`config.mk`:
```
export PLATFORM = sky130hd
export DESIGN_NAME = exc_vector_unit
export DESIGN_NICKNAME = d
export VERILOG_FILES = /design/src/rtl/exc_vector_unit.sv
export SDC_FILE = /design/constraint.sdc
export NUM_CORES = 1
export LEC_CHECK = 0
export ABC_CLOCK_PERIOD_IN_PS = 2500
export BUFFER_PORTS_ARGS = -buffer_cell sky130_fd_sc_hd__buf_2
export CAP_MARGIN = 40
export CORE_UTILIZATION = 42
export CTS_CLUSTER_DIAMETER = 50
export DETAILED_ROUTE_END_ITERATION = 8
export GPL_TIMING_DRIVEN = 0
export PLACE_DENSITY_LB_ADDON = 0.15
export SETUP_SLACK_MARGIN = 0.4
export SLEW_MARGIN = 20
export SYNTH_ARGS = -nofsm -noshare
export SYNTH_HDL_FRONTEND = slang
export SYNTH_SLANG_ARGS = --single-unit
```
`constraint.sdc`:
```
create_clock -name clk -period 2.5 [get_ports clk]
set_clock_uncertainty 0.15 [all_clocks]
set_input_delay 0.25 -clock clk [delete_from_list [all_inputs] [get_ports clk]]
set_output_delay 0.25 -clock clk [all_outputs]
set_load 0.1 [all_outputs]
```
`src/rtl/exc_vector_unit.sv`:
```
module exc_vector_unit #(
  parameter int AW = 32
) (
  input  logic          clk,
  input  logic          rst_n,
  input  logic          retire,
  input  logic [16:0]   flt_req,
  input  logic [4:0]    trp_req,
  input  logic [1:0]    abt_req,
  input  logic          swi_req,
  input  logic [7:0]    swi_vec,
  input  logic          nmi,
  input  logic          nmi_ret,
  input  logic          intr,
  input  logic          if_en,
  input  logic [7:0]    intr_vec,
  input  logic [AW-1:0] cur_pc,
  input  logic [AW-1:0] next_pc,
  input  logic          ack,
  output logic          take,
  output logic [7:0]    vec,
  output logic [1:0]    cls,
  output logic [AW-1:0] ret_addr,
  output logic          ret_ok,
  output logic          kill
);
  localparam logic [16:0] FLT_OK = 17'h17CE3;
  localparam logic [4:0]  TRP_OK = 5'b11010;
  localparam logic [1:0]  C_FLT = 2'd0, C_TRP = 2'd1, C_ABT = 2'd2, C_INT = 2'd3;

  logic          busy, nmi_blk;
  logic [16:0]   flt;
  logic [4:0]    trp;
  logic [1:0]    abt;
  logic          swi_ok, nmi_ok, intr_ok;
  logic          hit, pick_nmi;
  logic [7:0]    s_vec;
  logic [1:0]    s_cls;
  logic [AW-1:0] s_ret;
  logic          s_ok;
  logic [7:0]    f_vec, t_vec;

  assign flt     = flt_req & FLT_OK & {17{retire}};
  assign trp     = trp_req & TRP_OK & {5{retire}};
  assign abt     = abt_req & {2{retire}};
  assign swi_ok  = retire & swi_req & (swi_vec >= 8'd33);
  assign nmi_ok  = retire & nmi & ~nmi_blk;
  assign intr_ok = retire & intr & if_en;
  assign kill    = |flt;

  always_comb begin
    f_vec = '0;
    t_vec = '0;
    for (int i = 16; i >= 0; i--) if (flt[i]) f_vec = 8'(i);
    for (int i = 4; i >= 0; i--)  if (trp[i]) t_vec = 8'(i);
  end

  always_comb begin
    hit      = 1'b1;
    pick_nmi = 1'b0;
    s_vec    = '0;
    s_cls    = C_FLT;
    s_ret    = next_pc;
    s_ok     = 1'b1;
    if (|abt) begin
      s_vec = abt[0] ? 8'd8 : 8'd9;
      s_cls = C_ABT;
      s_ret = '0;
      s_ok  = 1'b0;
    end else if (|flt) begin
      s_vec = f_vec;
      s_ret = cur_pc;
    end else if (|trp) begin
      s_vec = t_vec;
      s_cls = C_TRP;
    end else if (swi_ok) begin
      s_vec = swi_vec;
      s_cls = C_TRP;
    end else if (nmi_ok) begin
      s_vec    = 8'd2;
      s_cls    = C_INT;
      pick_nmi = 1'b1;
    end else if (intr_ok) begin
      s_vec = intr_vec;
      s_cls = C_INT;
    end else begin
      hit = 1'b0;
    end
  end

  wire go  = ~busy & hit;
  wire esc = busy & (|flt);

  always_ff @(posedge clk) begin
    if (!rst_n) begin
      take     <= 1'b0;
      vec      <= '0;
      cls      <= C_FLT;
      ret_addr <= '0;
      ret_ok   <= 1'b0;
      busy     <= 1'b0;
      nmi_blk  <= 1'b0;
    end else begin
      take    <= go | esc;
      busy    <= go | esc | (busy & ~ack);
      nmi_blk <= (go & pick_nmi) | (nmi_blk & ~nmi_ret);
      if (esc) begin
        vec      <= 8'd8;
        cls      <= C_ABT;
        ret_addr <= '0;
        ret_ok   <= 1'b0;
      end else if (go) begin
        vec      <= s_vec;
        cls      <= s_cls;
        ret_addr <= s_ret;
        ret_ok   <= s_ok;
      end
    end
  end
endmodule

```
==> metrics, run 1 <==
DR WL/cell=13.9 um; CP Capture Type=output port; library cells used by synthesis=49; later-pin clock latency in the skew report=0.29 ns; Pins Over Slew Limit=0; Final min period=2.06 ns; initial cell density of the core=43.6%; io pins=158; clock sinks=46; worst path arrival time=1.66 ns; worst r2r src=busy; outcome=finished clean; Hold WS=0.0777 ns; most area-consuming cells after synthesis=dfxtp_1, o2bb2ai_1, a31oi_1; relative slew slack=47.2%; CTS H-tree lvls=2; largest family of logic cells by synthesized area=compound AO/OA/AOI/OAI gates; leakage power=1.56 nW; post-route DRC violation count=0; Mapped Area=0.00240 mm^2; number of synthesized register bits=46; Routed WL=6970 um; Cells after Synth=268; Hold Crit Start=next_pc[13]; Sequential Power Share=40.2%; Worst R2R End=vec[5]; top cells by count, synth=dfxtp_1, a31oi_1, and2_1, o2bb2ai_1, clkbuf_1; worst-margin pin slew=0.786 ns; largest net degree at the start of global routing=16; worst path required time=2.10 ns; Core Footprint=0.00551 mm^2; Post-synth EDFFs=0; P_int=1.24 mW; Critical Path Fanout Max=10; CTS tree=done; Final setup viols=0; initial antenna violation count=0; P&R area growth vs syn=42.1%; Post-DRT Antenna Nets=0; Initial DRC Count=84; Clock Path Buffers=2; Congestion Overflow GR=0; DP HPWL=5360 um; Switching Power=714 uW; Clock Power Share=28.5%; hold depth=3; combinational power share=31.2%; Die X-Extent=77.6 um; area share of the largest cell type after synthesis=38.3%; Adder-Cell Fraction of Synth Area=0%; Avg Vias per Cell=5.35; Mean Syn Cell Area=8.96 um^2; Worst R2R Setup Slack=0.53 ns; clock buffer count from CTS=5; RSZ-0062 raised after global routing=yes; Crit Path Category=input pin to output port; Yosys warnings=0; diodes inserted=0; switching share of power=36.5%; Final GP Congestion=0.894; sequential share of the synthesized area=38.3%; final hold vios=0; Final Net Count=540; first-pass GRT wire length=11,100 um; Critical Path Start Type=input pin; Async S/R FF share, synth=0%; mux cell area share after synthesis=0%; Yosys top cell by area=dfxtp_1; total negative slack=0 ns; FILL cells=522; Total Die Area=0.00603 mm^2; FF+latch area=921 um^2; Die Ht=77.6 um; IO buf count=149; Worst Hold Endpoint=ret_addr[13]; Multi-input gate area=0.00138 mm^2; Worst VDD drop=273 uV; PwrDens=574 mW/mm^2; GRT Total Usage=23.1%; routed via count=2,673; ys flop type=dfxtp_1; net count after synthesis=381; CP startpoint=flt_req[12]; compound-gate portion of the synthesized area=36.4%; CTS root buffer=clkbuf_8; vias in the first global route=2,449; period utilisation layout=82.4%; post-synthesis xor/xnor area fraction=0%; R2R depth=5; drt pass-1 iters=4; Post-Synth Simple-Gate Area=20.5%; row cnt=27; cell with the most instances after synthesis=dfxtp_1; fmax=485 MHz; Max Cap Viol=0; worst hold path type=input pin to flop; Clock transition at path regs=0.09 ns; share of cells above drive strength 1=43.2%
per-layer routing:
layer / vias to the layer above / global-route usage, % / share of wire [%]
met3: 7 / 5.06 / 6.8
met2: 95 / 38.8 / 47
met5: - / 0 / 0
li1: 1356 / - / -
met4: 0 / 6.98 / 1.2
met1: 1215 / 29.4 / 45
power by group through the flow:
stage | Combinational (mW) | Sequential (mW) | Clock, mW
2_1_floorplan | 0.181 | 1.06 | 0
3_3_place_gp | 0.598 | 0.805 | 0
3_5_place_dp | 0.604 | 0.804 | 0
4_1_cts | 0.611 | 0.788 | 0.574
5_1_grt | 0.648 | 0.792 | 0.605
6_report | 0.611 | 0.788 | 0.559
worst max-delay path by stage:
stage	to	slack, ns
after floorplan	ret_addr[0]	0.38
after CTS	kill	0.29
after detailed placement	vec[1]	-0.06
final	kill	0.44
after global placement	ret_addr[6]	-0.04
after global routing	kill	0.38
cells in the final DEF (no fill, tap or decap), types with 3 or more instances in the layout:
master     Yosys  final
nor2_1        10     10
nand2_1       10     10
clkbuf_2       0      4
a21oi_1        4      4
dfxtp_1       46     46
nand3_1        5      5
a22o_1         5      5
nor2b_1        3      3
o2bb2ai_1     34     34
clkbuf_8       1      7
nand2b_1       3      3
and2_1        35     35
a31o_2         3      3
nor3_1         9      7
nand4_1        3      3
clkbuf_1      14      7
buf_6          3      3
buf_2          0    151
o21ai_0        8      8
a31oi_1       38     38
through the flow:
step / setup WS (ns) / instances / power [mW] / utilization [%] / area (um^2)
global route: 0.379 / 500 / 2.05 / 62.0 / 3410
floorplan: 0.377 / 268 / 1.24 / - / 2420
finish: 0.440 / 500 / 1.96 / 62.0 / 3410
detailed placement: -0.0555 / 489 / 1.41 / 59.1 / 3250
global placement: -0.0416 / 489 / 1.40 / 59.1 / 3250
CTS: 0.289 / 500 / 1.97 / 61.7 / 3400
layout make-up:
type                            count  share of cell area (%)
Inverter                            3                   0.440
Timing Repair Buffer              152                    22.6
Buffer                             19                    3.55
Tap cell                           72                    2.64
Clock inverter                      3                    1.28
Sequential cell                    46                    27.0
Clock buffer                        5                    2.02
Multi-Input combinational cell    200                    40.5
registers in the layout, summed over array words and instances (netlist names):
name      flops
vec           8
cls           2
ret_addr     32
busy          1
ret_ok        1
nmi_blk       1
take          1
kinds of logic after synthesis:
group | after synthesis
AO/OA/AOI/OAI | 112
AND/OR/NAND/NOR | 88
flip-flops | 46
buffers and inverters | 22
critical path, cell delays in order:
cell        delay (ns)
buf_2             0.12
nor3_2            0.27
a41o_2            0.32
clkinvlp_4        0.19
clkbuf_8          0.21
buf_2             0.29
timing repair:
item	CTS	global route
setup buffers	2	0
gates resized for setup	2	11
gates cloned	0	0
hold buffers	1	0
pin swaps	1	1
hold endpoints to repair	1	0
setup endpoints to repair	44	32
Power figures use the tool's default switching activity.
==> run 2, diff against run 1 <==
Settings changed: ABC_CLOCK_PERIOD_IN_PS 2500 to 1900.
Clock period 2.5 ns to 1.9 ns, I/O delays scaled along.
==> run 2 against run 1 <==
Effect of this change:
- the run now ends with negative setup slack left
- clock-buffer cell count stayed put
- core utilization is 18 points higher
- critical path type is now input pin to flop
- global-route usage is 2.2 points higher
- routed wire length is 30% higher
- die area stayed put
==> metrics, run 2 (same netlist as run 1, synthesis figures left out) <==
drt pass-1 iters=4; Post-DRT Antenna Nets=0; largest net degree at the start of global routing=17; commonest non-fill, non-tap cell in the layout=buf_2; worst path required time=1.94 ns; vias in the first global route=2,587; placed cell areas=0.00327 mm^2; combinational power share=37.1%; share of cells above drive strength 1=61.6%; clock buffer count from CTS=5; Final Net Count=563; io pins=158; Crit Path Category=input pin to flop; post-route cell area=0.00443 mm^2; Die X-Extent=77.6 um; Clock transition at path regs=0.10 ns; Final min period=1.95 ns; Clock Path Buffers=2; fin util=80.5%; final hold vios=0; fmax=513 MHz; Congestion Overflow GR=0; worst path arrival time=1.99 ns; period utilisation layout=103%; Multi-input gate area=0.00200 mm^2; later-pin clock latency in the skew report=0.29 ns; final setup margin=-0.0501 ns; failing checks=negative setup slack; Initial DRC Count=141; FF+latch area=922 um^2; post-route DRC violation count=0; non-filler instance count after layout=523; Worst VDD drop=429 uV; switching share of power=38.3%; Routed WL=9080 um; top flop regs=ret_addr (32), vec (8), cls (2); relative slew slack=66.5%; worst-margin pin slew=0.506 ns; Pins Over Slew Limit=0; DR WL/cell=17.4 um; Critical Path Start Type=input pin; Avg Vias per Cell=5.72; commonest non-fill, non-tap cells in the layout=buf_2, dfxtp_1, and2_1; CTS H-tree lvls=2; IO buf count=149; max FFs per register=32; P&R area growth vs syn=84.4%; routed via count=2,991; clock sinks=46; Total Die Area=0.00603 mm^2; P_int=1.79 mW; DP HPWL=5340 um; CP Capture Type=flop; Critical Path Fanout Max=7; worst hold path type=input pin to flop; outcome=finished with violations; PwrDens=654 mW/mm^2; CTS tree=done; initial antenna violation count=0; FILL cells=348; CTS root buffer=clkbuf_8; Sequential Power Share=36.3%; diodes inserted=0; Final GP Congestion=0.867; Clock Power Share=26.6%; RSZ-0062 raised after global routing=yes; leakage power=1.92 nW; Switching Power=1.11 mW; Post-Place Cells=489; Final setup viols=1; Die Ht=77.6 um; GRT Total Usage=25.3%; Max Cap Viol=0; row cnt=27; Design Power=2.90 mW; most flop-heavy register=ret_addr; first-pass GRT wire length=12,200 um; initial cell density of the core=43.6%; Core Footprint=0.00551 mm^2
## run 2: worst paths after layout
check                             startpoint      endpoint  slack [ns]  depth (start not counted)
worst max register to register       nmi_blk        vec[4]        0.07                          6
worst min-delay path             next_pc[28]  ret_addr[28]        0.04                          3
worst min register to register  ret_addr[23]  ret_addr[23]        0.32                          1
worst max-delay path              swi_vec[1]  ret_addr[22]       -0.05                          9
## run 2: power groups by stage
stage / Clock, mW / Combinational (mW) / Sequential (mW)
3_3_place_gp: 0 / 0.791 / 1.06
2_1_floorplan: 0 / 0.242 / 1.39
4_1_cts: 0.769 / 0.919 / 1.04
3_5_place_dp: 0 / 0.797 / 1.06
5_1_grt: 0.819 / 1.12 / 1.06
6_report: 0.771 / 1.08 / 1.05
## run 2: worst max-delay path, stage by stage
cell and delay, ns:
buf_6 0.09, or4_4 0.54, o41ai_4 0.23, buf_6 0.17, buf_12 0.11, nand2_8 0.10, clkbuf_16 0.18, a31oi_1 0.26
o2bb2ai_2 0.11
## run 2: timing repair
action                                  4_1_cts  5_1_grt
resized for setup                            73       67
hold buffers                                  1        0
endpoints found under the hold margin         1        0
endpoints found under the setup margin       47       48
cloned                                        5        4
buffers inserted                             10        6
pin swaps                                    17       22
## run 2: stage by stage
step | setup TNS (ns) | hold WS [ns] | setup WS (ns)
global route | -0.141 | 0.0208 | -0.101
CTS | -0.364 | 0.0179 | -0.0334
floorplan | -6.13 | 0.157 | -0.163
global placement | -22.64 | 0.248 | -0.557
finish | -0.0501 | 0.0375 | -0.0501
detailed placement | -24.07 | 0.250 | -0.594
## run 2: metal layers
layer | share of wire (%) | GRT usage (%) | routed length [um] | vias up
met5 | 0 | 0 | 0 | -
met4 | 2.2 | 5.85 | 196 | 0
met3 | 5.4 | 4.59 | 489 | 18
met2 | 50 | 45.0 | 4570 | 124
met1 | 42 | 31.5 | 3830 | 1423
li1 | - | - | - | 1426
## run 2: area by class of cell
cell class | instances | area share [%]
multi-input cells | 202 | 45.1
repair buffers | 173 | 24.3
flip-flops and latches | 46 | 20.8
plain buffers | 19 | 4.55
well taps | 72 | 2.03
clock buffers | 5 | 1.55
clock inverters | 3 | 1.10
inverters | 3 | 0.537
==> run 3, diff against run 2 <==
Settings changed: PLACE_DENSITY from default to 0.8, PLACE_DENSITY_LB_ADDON 0.15 to default, TNS_END_PERCENT from default to 20.
==> run 3 against run 2 <==
Effect of this change:
- the flow still finishes with violations (negative setup slack)
- global-route usage decreased by 0.57 points
- core utilization decreased by 13 points
- combinational power decreased by 18%
- final area decreased by 16%
- sequential power about the same
- via count decreased by 3.5%
- routed wire length decreased by 13%
- first-iteration DRC count increased by 36%
- worst setup slack improved by 0.0049 ns
- critical endpoint is now ret_addr[2]
- largest cell class unchanged
- highest routed layer unchanged
==> metrics, run 3 (same netlist as run 1, synthesis figures left out) <==
total negative slack=-0.912 ns; critical-path cell with the highest stage delay=or4_4; drt pass-1 iters=4; Congestion Overflow GR=0; post-route cell area=0.00372 mm^2; R2R depth=6; Max Cap Viol=0; diodes inserted=0; vias in the first global route=2,648; Post-DRT Antenna Nets=0; initial antenna violation count=0; clock buffer count from CTS=5; row cnt=27; Critical Path Fanout Max=5; Die Ht=77.6 um; final hold vios=0; Worst path depth=8; post-route DRC violation count=0; clock sinks=46; CP Capture Type=flop; Pins Over Slew Limit=0; first-pass GRT wire length=12,000 um; crit-path cells=buf_6 > or4_4 > o41ai_4 > buf_4 > and3_4 > o211a_4 > clkbuf_8 > o2bb2ai_1; Critical Path Start Type=input pin; Total Die Area=0.00603 mm^2; worst path required time=1.99 ns; initial cell density of the core=43.6%; commonest non-fill, non-tap cell in the layout=buf_2; routed via count=2,885; family with the most delay on the worst path=simple AND/OR/NAND/NOR gates; leakage power=1.69 nW; period utilisation layout=102%; Final setup viols=39; worst path arrival time=2.03 ns; Clock Path Buffers=2; Critical Path Sink=ret_addr[2]; Routed WL=7880 um; largest net degree at the start of global routing=16; commonest non-fill, non-tap cells in the layout=buf_2, dfxtp_1, and2_1; RSZ-0062 raised after global routing=yes; CTS tree=done; Avg Vias per Cell=5.67; CP startpoint=swi_vec[7]; fmax=514 MHz; io pins=158; outcome=finished with violations; most flop-heavy register=ret_addr; later-pin clock latency in the skew report=0.30 ns; CTS root buffer=clkbuf_8; DP HPWL=5670 um; CP max stage delay=0.54 ns; Final min period=1.95 ns; IO buf count=149; GRT Total Usage=24.7%; Die X-Extent=77.6 um; CTS H-tree lvls=2; Design Power=2.66 mW; Placement Setup Slack=-0.703 ns; top flop regs=ret_addr (32), vec (8), cls (2); Core Footprint=0.00551 mm^2; failing checks=negative setup slack; worst-margin pin slew=0.507 ns; fin util=67.6%; share of cells above drive strength 1=50.6%; Worst R2R Setup Slack=0.04 ns; PwrDens=715 mW/mm^2; CP bufs+invs=3; Worst VDD drop=457 uV; P&R area growth vs syn=55.1%; relative slew slack=65.3%; Worst R2R End=vec[5]; placed cell areas=0.00325 mm^2; Final Net Count=549; worst r2r src=nmi_blk; DR WL/cell=15.5 um; Clock transition at path regs=0.09 ns; Final GP Congestion=0.911; Crit Path Category=input pin to flop; Initial DRC Count=192; max FFs per register=32; worst hold path type=input pin to flop; final setup margin=-0.0451 ns
run 3: cell count changes in the layout (fill, tap and decap cells not counted), sizes merged:
cell / change
clkbuf: -2
inv: +1
buf: -11
clkinvlp: -1
nand2: -1
run 3: how the worst min path moves through the flow:
stage          slack (ns)      endpoint  cells after the start         from
6_report             0.02  ret_addr[28]                      3  next_pc[28]
5_1_grt              0.02  ret_addr[23]                      3  next_pc[23]
4_1_cts              0.02        vec[3]                      2        rst_n
3_5_place_dp         0.27          busy                      2          ack
3_3_place_gp         0.27          busy                      2          ack
2_1_floorplan        0.16          busy                      1          ack
run 3: metrics by stage:
stage	std cells	hold slack, ns
floorplan	268	0.157
global placement	489	0.266
detailed placement	489	0.270
CTS	506	0.0160
global route	509	0.0186
finish	509	0.0212
run 3: area by class of cell:
type | instances | area [um^2]
fillers | 469 | 1780
multi-input cells | 201 | 1550
clock buffers | 5 | 68.8
flip-flops and latches | 46 | 921
well taps | 72 | 90.1
inverters | 3 | 13.8
plain buffers | 19 | 151
repair buffers | 160 | 886
clock inverters | 3 | 43.8
run 3: tightest hold or removal path: cells and delay by family:
family / cells / cell delay [ns]
buffers and inverters: 1 / 0.07
AOI/OAI and AO/OA: 2 / 0.17
run 3: what timing repair did:
item,in CTS,in global routing
endpoints found under the hold margin,1,0
setup buffers,6,0
hold buffers,1,0
gates resized for setup,22,43
gates cloned,2,3
endpoints found under the setup margin,47,47
pin swaps,8,7
run 3: power breakdown:
group / internal [mW] / leakage [nW] / switching, mW / total (mW)
Clock: 0.394 / 0.0585 / 0.340 / 0.735
Sequential: 1.01 / 0.376 / 0.0304 / 1.04
Combinational: 0.277 / 1.25 / 0.611 / 0.887
run 3: metal layers:
layer | GRT usage, % | vias up | share of wire [%]
li1 | - | 1390 | -
met1 | 29.7 | 1340 | 40
met2 | 43.7 | 141 | 51
met3 | 4.12 | 14 | 7.4
met4 | 9.62 | 0 | 1.5
met5 | 0 | - | 0
